### src/rtl/rdec_pkg.sv
package rdec_pkg;
  localparam int XLEN  = 32;
  localparam int IMM_W = 16;

  localparam logic [5:0] OPC_REG  = 6'h00;
  localparam logic [5:0] OPC_ADDI = 6'h08;
  localparam logic [5:0] OPC_SLTI = 6'h0A;
  localparam logic [5:0] OPC_ANDI = 6'h0C;
  localparam logic [5:0] OPC_ORI  = 6'h0D;
  localparam logic [5:0] OPC_LUI  = 6'h0F;

  localparam logic [5:0] FN_SLL = 6'h00;
  localparam logic [5:0] FN_SRL = 6'h02;
  localparam logic [5:0] FN_SRA = 6'h03;
  localparam logic [5:0] FN_ADD = 6'h20;
  localparam logic [5:0] FN_SUB = 6'h22;
  localparam logic [5:0] FN_AND = 6'h24;
  localparam logic [5:0] FN_OR  = 6'h25;
  localparam logic [5:0] FN_NOR = 6'h27;
  localparam logic [5:0] FN_SLT = 6'h2A;

  typedef enum logic [3:0] {
    K_ADD, K_SUB, K_AND, K_OR, K_NOR, K_SLT,
    K_SHL, K_SHR, K_SHRA, K_PASS_IMM, K_NONE
  } alu_kind_e;

  typedef enum logic [1:0] {
    EXT_OFF, EXT_SIGN, EXT_ZERO, EXT_HIGH
  } ext_mode_e;

  typedef struct packed {
    alu_kind_e kind;
    ext_mode_e ext;
    logic      unknown;
  } alu_ctl_t;

  function automatic logic [XLEN-1:0] f_sum(input logic [XLEN-1:0] a, input logic [XLEN-1:0] b);
    return a + b;
  endfunction

  function automatic logic [XLEN-1:0] f_diff(input logic [XLEN-1:0] a, input logic [XLEN-1:0] b);
    return a - b;
  endfunction

  function automatic logic [XLEN-1:0] f_lt_signed(input logic [XLEN-1:0] a, input logic [XLEN-1:0] b);
    return {{(XLEN-1){1'b0}}, ($signed(a) < $signed(b))};
  endfunction
endpackage

### src/rtl/rdec_decode.sv
module rdec_decode
  import rdec_pkg::*;
(
  input  logic [5:0] opc,
  input  logic [5:0] fn,
  output alu_ctl_t   ctl
);
  always_comb begin
    ctl = '{kind: K_NONE, ext: EXT_OFF, unknown: 1'b1};
    unique case (opc)
      OPC_REG: begin
        ctl.ext = EXT_OFF;
        ctl.unknown = 1'b0;
        case (fn)
          FN_ADD:  ctl.kind = K_ADD;
          FN_SUB:  ctl.kind = K_SUB;
          FN_AND:  ctl.kind = K_AND;
          FN_OR:   ctl.kind = K_OR;
          FN_NOR:  ctl.kind = K_NOR;
          FN_SLT:  ctl.kind = K_SLT;
          FN_SLL:  ctl.kind = K_SHL;
          FN_SRL:  ctl.kind = K_SHR;
          FN_SRA:  ctl.kind = K_SHRA;
          default: begin
            ctl.kind = K_NONE;
            ctl.unknown = 1'b1;
          end
        endcase
      end
      OPC_ADDI: ctl = '{kind: K_ADD,      ext: EXT_SIGN, unknown: 1'b0};
      OPC_SLTI: ctl = '{kind: K_SLT,      ext: EXT_SIGN, unknown: 1'b0};
      OPC_ANDI: ctl = '{kind: K_AND,      ext: EXT_ZERO, unknown: 1'b0};
      OPC_ORI:  ctl = '{kind: K_OR,       ext: EXT_ZERO, unknown: 1'b0};
      OPC_LUI:  ctl = '{kind: K_PASS_IMM, ext: EXT_HIGH, unknown: 1'b0};
      default:  ctl = '{kind: K_NONE,     ext: EXT_OFF,  unknown: 1'b1};
    endcase
  end

  always_comb begin
    p_unknown_kind_r10: assert (ctl.unknown == (ctl.kind == K_NONE))
      else $error("decode: unknown flag and kind disagree");
  end
endmodule

### src/rtl/rdec_immext.sv
module rdec_immext
  import rdec_pkg::*;
#(
  parameter int W   = XLEN,
  parameter int IW  = IMM_W
) (
  input  logic [IW-1:0] imm,
  input  ext_mode_e     mode,
  output logic [W-1:0]  wide
);
  localparam int PAD = W - IW;

  always_comb begin
    unique case (mode)
      EXT_SIGN: wide = {{PAD{imm[IW-1]}}, imm};
      EXT_ZERO: wide = {{PAD{1'b0}}, imm};
      EXT_HIGH: wide = {imm, {PAD{1'b0}}};
      default:  wide = '0;
    endcase
  end

  always_comb begin
    p_zext_top_clear_r7: assert (!(mode == EXT_ZERO) || wide[W-1:IW] == '0)
      else $error("immext: zero extension leaked into upper bits");
    p_high_low_clear_r8: assert (!(mode == EXT_HIGH) || wide[PAD-1:0] == '0)
      else $error("immext: upper placement left lower bits set");
  end
endmodule

### src/rtl/rdec_shift.sv
module rdec_shift #(
  parameter int W  = 32,
  parameter int SW = $clog2(W)
) (
  input  logic [W-1:0]  din,
  input  logic [SW-1:0] amt,
  input  logic          to_right,
  input  logic          arith,
  output logic [W-1:0]  dout
);
  logic [W-1:0] flip_in;
  logic [W-1:0] flip_out;
  logic [W-1:0] core_in;
  logic         fill;
  logic [W-1:0] stage [0:SW];

  for (genvar i = 0; i < W; i++) begin : g_flip
    assign flip_in[i]  = din[W-1-i];
    assign flip_out[i] = stage[SW][W-1-i];
  end

  assign core_in  = to_right ? din : flip_in;
  assign fill     = to_right & arith & din[W-1];
  assign stage[0] = core_in;

  for (genvar k = 0; k < SW; k++) begin : g_stage
    localparam int D = 2 ** k;
    assign stage[k+1] = amt[k] ? {{D{fill}}, stage[k][W-1:D]} : stage[k];
  end

  assign dout = to_right ? stage[SW] : flip_out;

  always_comb begin
    p_srl_top_zero_r4: assert (!(to_right && !arith && amt != '0) || dout[W-1] == 1'b0)
      else $error("shift: logical right shift did not clear top bit");
    p_sra_keeps_sign_r4: assert (!(to_right && arith) || dout[W-1] == din[W-1])
      else $error("shift: arithmetic right shift lost sign");
    p_sll_low_zero_r4: assert (!(!to_right && amt != '0) || dout[0] == 1'b0)
      else $error("shift: left shift did not clear bit 0");
  end
endmodule

### src/rtl/rdec_alu.sv
module rdec_alu
  import rdec_pkg::*;
#(
  parameter int DATA_W = XLEN,
  parameter int IMM_BITS = IMM_W
) (
  input  logic [5:0]          op_code,
  input  logic [5:0]          fn_code,
  input  logic [4:0]          sh_amt,
  input  logic [DATA_W-1:0]   src_a,
  input  logic [DATA_W-1:0]   src_b,
  input  logic [IMM_BITS-1:0] imm16,
  output logic [DATA_W-1:0]   res,
  output logic                res_zero,
  output logic                bad_op
);
  localparam int SHW = $clog2(DATA_W);

  alu_ctl_t          ctl;
  logic [DATA_W-1:0] imm_wide;
  logic [DATA_W-1:0] opnd_b;
  logic [DATA_W-1:0] shift_out;
  logic              shift_right;
  logic              shift_arith;

  rdec_decode u_dec (
    .opc (op_code),
    .fn  (fn_code),
    .ctl (ctl)
  );

  rdec_immext #(.W(DATA_W), .IW(IMM_BITS)) u_ext (
    .imm  (imm16),
    .mode (ctl.ext),
    .wide (imm_wide)
  );

  assign shift_right = (ctl.kind == K_SHR) || (ctl.kind == K_SHRA);
  assign shift_arith = (ctl.kind == K_SHRA);

  rdec_shift #(.W(DATA_W), .SW(SHW)) u_sh (
    .din      (src_b),
    .amt      (sh_amt[SHW-1:0]),
    .to_right (shift_right),
    .arith    (shift_arith),
    .dout     (shift_out)
  );

  assign opnd_b = (ctl.ext == EXT_OFF) ? src_b : imm_wide;

  always_comb begin
    unique case (ctl.kind)
      K_ADD:      res = f_sum(src_a, opnd_b);
      K_SUB:      res = f_diff(src_a, opnd_b);
      K_AND:      res = src_a & opnd_b;
      K_OR:       res = src_a | opnd_b;
      K_NOR:      res = ~(src_a | opnd_b);
      K_SLT:      res = f_lt_signed(src_a, opnd_b);
      K_SHL,
      K_SHR,
      K_SHRA:     res = shift_out;
      K_PASS_IMM: res = imm_wide;
      default:    res = '0;
    endcase
  end

  assign res_zero = (res == '0);
  assign bad_op   = ctl.unknown;

  always_comb begin
    p_bad_gives_zero_r10: assert (!bad_op || (res == '0 && res_zero))
      else $error("alu: unknown encoding produced a nonzero result");
    p_slt_is_bit_r3: assert (!(ctl.kind == K_SLT) || res[DATA_W-1:1] == '0)
      else $error("alu: compare result wider than one bit");
    p_lui_low_clear_r8: assert (!(op_code == OPC_LUI) || res[DATA_W-IMM_BITS-1:0] == '0)
      else $error("alu: load-upper left lower bits set");
    p_zero_implies_empty_r9: assert (!res_zero || !(|res))
      else $error("alu: zero flag set on nonzero result");
  end
endmodule

### config.mk
export PLATFORM = sky130hd
export DESIGN_NAME = rdec_alu
export DESIGN_NICKNAME = d
export VERILOG_FILES = /design/src/rtl/rdec_pkg.sv /design/src/rtl/rdec_decode.sv /design/src/rtl/rdec_immext.sv /design/src/rtl/rdec_shift.sv /design/src/rtl/rdec_alu.sv
export SDC_FILE = /design/constraint.sdc
export NUM_CORES = 1
export LEC_CHECK = 0
export BUFFER_PORTS_ARGS = -buffer_cell sky130_fd_sc_hd__buf_4
export CELL_PAD_IN_SITES_DETAIL_PLACEMENT = 0
export CELL_PAD_IN_SITES_GLOBAL_PLACEMENT = 1
export CORE_MARGIN = 2
export CORE_UTILIZATION = 35
export DETAILED_ROUTE_END_ITERATION = 10
export GPL_TIMING_DRIVEN = 0
export PLACE_DENSITY = 0.83
export SLEW_MARGIN = 5
export SYNTH_ARGS = -nofsm -noshare
export SYNTH_HDL_FRONTEND = slang
export SYNTH_SLANG_ARGS = --single-unit
### constraint.sdc
create_clock -name vclk -period 5.75
set_input_delay 0.2875 -clock vclk [all_inputs]
set_output_delay 0.2875 -clock vclk [all_outputs]
set_load 0.005 [all_outputs]
==> metrics, run 1 <==
status=finished with violations; failing checks=negative setup slack; dpl cell area=0.0102 mm^2; num sequential=0; Die X=162 um; Post-DRT Antenna Nets=0; Synth warnings=0; Worst Hold Endpoint=res[28]; Die ar.=0.0263 mm^2; fin. max-slew vios=0; Via Count=11.6k; Hold Crit Class=in2out; Area Overhead vs Synth=26.0%; critical path peak fanout=8; clock share of power=0%; Via density=6.60; Worst path most repeated cell=buf_4; Max Used Layer=met4; Filler Cell Count=2488; Peak supply drop=0.0446 mV; GRT Total Usage=31.7%; crit path launch type=primary input; DRT Wirelength=43900 um; routability congestion estimate=1.03; leakage power=4.73 nW; # IOs=131; crit path time final=6.47 ns; worst slew pin tran=1.22 ns; Critical Path Start=op_code[5]; Final Hold Fails=0; Yosys top cell area share=15.1%; largest net degree at the start of global routing=11; vias in the first global route=10.7k; initial DRC count=1388; Seq/Total Area, Yosys=0%; arrival time worst endpoint=6.18 ns; final setup fails=2; cell family with most CP delay=simple AND/OR/NAND/NOR gates; PD cells=92.6 mW/mm^2; post-DP HPWL=35700 um; Min-Delay Startpoint=imm16[12]; initial core utilization=35.8%; worst path buffer plus inverter count=7; unrepaired setup endpoints after global routing=yes; synthesized netlist cell count=1274; Internal Power=0.000414 W; DRC=0; area occupied by multi-input gates=0.00857 mm^2; Core Footprint=0.0245 mm^2; Layout Nets=1640; crit path setup slack, layout=-0.717 ns; Mapped Area=0.00877 mm^2; Crit. End Element=output port; drt first pass iters=6; commonest non-fill, non-tap cell in the layout=buf_4; critical path class=in2out; Final Cell Area=0.0110 mm^2; met1 WL=17000 um; initial antenna violation count=0; largest area contributor in the synthesized netlist=ha_1; ranking of synthesized cells by area=ha_1, mux4_2, nand2_1; sw frac=59.5%; routed wl met2=19800 um; met3 WL=5120 um; # hold bufs at CTS=0; WHS Path Cells=4; clock buffers=0; combinational share of power=100.0%; synthesized area per cell=6.88 um^2; Req. time, crit path=5.46 ns; slowest cell delay on critical path=0.53 ns; first-pass GRT wire length=64800 um; Slowest-stage cell, CP=or4_1; most frequent cells in the layout=buf_4, nand2_1, nor2_1; Reg power frac=0%; Max Clock Freq=155 MHz; Tcrit/Tclk final=112%; GRT Residual Overflow=0; Mapped Nets=1479; register area=0 um^2; WL/cell=25.0 um; Rows=57; PortBufs=128; dpl ws=-1.36 ns; layout cells sized above 1=23.8%; MaxCap Viol Count=0; antenna diode count=0; die height=162 um; switching pwr=0.000608 W; max_slew headroom=17.8%; post-synth cell types=85
what timing repair did:
action	CTS	global route
pin swaps	24	48
gates resized for setup	42	104
setup buffers	13	27
setup endpoints to repair	6	6
cloned	0	0
logic make-up after synthesis:
kind of cell	synth area share (%)
AO/OA/AOI/OAI	35.8
XOR/XNOR	2.80
adder cells (fa/ha/maj)	15.6
buffers and inverters	8.62
multiplexers	13.3
AND/OR/NAND/NOR	23.9
per-stage QoR:
stage / hold WS [ns] / utilization [%] / TNS [ns] / instances / power [W]
final: 0.978 / 45.2 / -0.795 / 1757 / 0.00102
after global placement: 0.957 / 41.7 / -2.65 / 1726 / 0.000874
after floorplan: 0.690 / - / 0 / 1274 / 0.000564
after global routing: 1.02 / 45.2 / -1.11 / 1757 / 0.00109
after detailed placement: 0.969 / 41.7 / -2.75 / 1726 / 0.000875
after CTS: 0.969 / 42.7 / -0.783 / 1734 / 0.000915
per-layer routing:
layer	vias up	GRT usage [%]
li1	5116	-
met1	5477	42.1
met2	838	51.9
met3	163	5.18
met4	0	11.3
met5	-	0
worst max-delay path by stage:
stage,cells after the start,endpoint
5_1_grt,26,res_zero
2_1_floorplan,23,res_zero
6_report,26,res_zero
4_1_cts,23,res_zero
3_3_place_gp,25,res_zero
3_5_place_dp,25,res_zero
power by group through the flow:
| stage | Combinational [W] | Clock, W | Sequential [W] |
|---|---|---|---|
| floorplan | 0.000564 | 0 | 0 |
| global placement | 0.000874 | 0 | 0 |
| detailed placement | 0.000875 | 0 | 0 |
| CTS | 0.000915 | 0 | 0 |
| global route | 0.00109 | 0 | 0 |
| finish | 0.00102 | 0 | 0 |
Yosys cell counts, drive strengths merged, types with 8 or more instances:
library cell    n
a211o           8
a211oi         22
a21o           14
a21oi          90
a221o          22
a221oi         19
a22o           16
a22oi          27
a31oi          17
and2            9
buf            20
clkbuf         72
ha            106
inv            97
mux2i          22
mux4           40
nand2         146
nand2b         22
nand3          43
nor2          105
nor2b          19
nor3           28
nor4           12
o211ai         24
o21a           10
o21ai          68
o21bai         12
o221ai         15
o22ai          23
o31ai          12
or2            12
xnor2          25
layout make-up:
cell class / instances / area share, %
repair buffers: 168 / 11.8
well taps: 324 / 3.67
inverters: 97 / 3.39
plain buffers: 83 / 3.51
multi-input cells: 1085 / 77.6
Power figures use the tool's default switching activity.
==> run 2: changes to the inputs <==
- GPL_TIMING_DRIVEN: 0 -> not set
==> run 2 against run 1 <==
Effect of this change:
- the run still ends with negative setup slack left
- critical path type unchanged
- cell area is 10% higher
- via count increased by 1.1%
- setup slack gained 0.46 ns
- cell count grew 8.1%
- highest routed layer unchanged
==> metrics, run 2 (synthesized netlist as in run 1, its figures left out) <==
Req. time, crit path=5.46 ns; clock buffers=0; MaxCap Viol Count=0; area occupied by multi-input gates=0.00838 mm^2; Rows=57; unrepaired setup endpoints after global routing=yes; WHS Path Cells=4; most frequent cells in the layout=buf_4, nand2_1, nor2_1; WL/cell=21.7 um; Final Hold Fails=0; commonest non-fill, non-tap cell in the layout=buf_4; post-DP HPWL=34300 um; final setup fails=1; die height=162 um; critical path class=in2out; failing checks=negative setup slack; Die ar.=0.0263 mm^2; largest net degree at the start of global routing=60; Via Count=11.7k; status=finished with violations; Post-DRT Antenna Nets=0; Die X=162 um; setup TNS=-0.254 ns; Tcrit/Tclk final=104%; Max Clock Freq=167 MHz; final core utilization=49.7%; GRT Total Usage=30.1%; Final Cell Area=0.0122 mm^2; num sequential=0; DRT Wirelength=41300 um; PortBufs=131; dpl cell area=0.0118 mm^2; crit path launch type=primary input; initial antenna violation count=1; layout cells sized above 1=33.4%; vias in the first global route=11.1k; Via density=6.17; fin. max-slew vios=0; Crit. End Element=output port; routability congestion estimate=1.01; # hold bufs at CTS=0; initial core utilization=35.8%; worst slew pin tran=1.12 ns; crit path time final=6.00 ns; Filler Cell Count=2490; register area=0 um^2; arrival time worst endpoint=5.72 ns; Worst Hold Endpoint=res[28]; initial DRC count=1221; first-pass GRT wire length=62900 um; crit path setup slack, layout=-0.254 ns; # IOs=131; Area Overhead vs Synth=38.7%; Layout Nets=1781; drt first pass iters=7; Min-Delay Startpoint=imm16[12]; Hold Crit Class=in2out; GRT Residual Overflow=0; max_slew headroom=24.8%; DRC=0; Core Footprint=0.0245 mm^2; critical path peak fanout=7; final hold slack=0.980 ns
## run 2: cell count changes in the layout (fill, tap and decap cells not counted), moves of 3 or more
cell      delta
nand3_4      -3
nand2_1      +3
ha_4         -5
buf_2        -8
clkbuf_2     -9
buf_6        -8
inv_4        -4
ha_1         +7
buf_1        -4
buf_4      +225
nand2_4      -5
nand3_1      +4
clkbuf_1    -54
## run 2: worst max-delay path by stage
| stage | slack [ns] | end | cells past startpoint | from |
|---|---|---|---|---|
| floorplan | 0.007 | res_zero | 23 | op_code[5] |
| global placement | -0.44 | res_zero | 21 | op_code[5] |
| detailed placement | -0.59 | res_zero | 23 | op_code[5] |
| CTS | -0.16 | res_zero | 21 | op_code[4] |
| global route | -0.39 | res_zero | 23 | op_code[5] |
| finish | -0.25 | res_zero | 22 | op_code[5] |
## run 2: area by class of cell
type | count | area share (%)
multi-input cells | 1086 | 69.0
repair buffers | 391 | 24.7
well taps | 324 | 3.33
inverters | 97 | 2.99
diodes | 1 | 0.0206
## run 2: worst max-delay path, stage by stage
cell and delay, ns:
buf_4 0.11, or3b_4 0.43, or3_4 0.44, nand2_1 0.10, nand2_2 0.09, ha_4 0.18, buf_4 0.13, a21o_1 0.20
a221o_1 0.40, o311ai_4 0.37, a211oi_4 0.12, nor3_2 0.20, o211a_1 0.20, a221oi_2 0.05, xnor2_1 0.16, a211oi_1 0.25
a21bo_2 0.27, or4_4 0.53, or4_4 0.48, or4_4 0.42, nor4_2 0.14, buf_4 0.15
## run 2: metal layers
layer / vias up / global-route usage, % / routed length (um)
li1: 5402 / - / -
met1: 5461 / 39.2 / 16300
met2: 722 / 49.6 / 18700
met3: 140 / 4.70 / 4180
met4: 0 / 12.6 / 2080
met5: - / 0 / 0
## run 2: metrics by stage
stage | cells | worst slack (ns)
after detailed placement | 1889 | -0.593
after global routing | 1898 | -0.386
after global placement | 1889 | -0.440
after CTS | 1898 | -0.161
final | 1899 | -0.254
after floorplan | 1274 | 0.00729
## run 2: what timing repair did
| item | CTS | global route |
|---|---|---|
| pin swaps | 19 | 22 |
| buffers inserted | 7 | 0 |
| gates cloned | 2 | 0 |
| endpoints found under the setup margin | 3 | 3 |
| gates resized for setup | 30 | 40 |
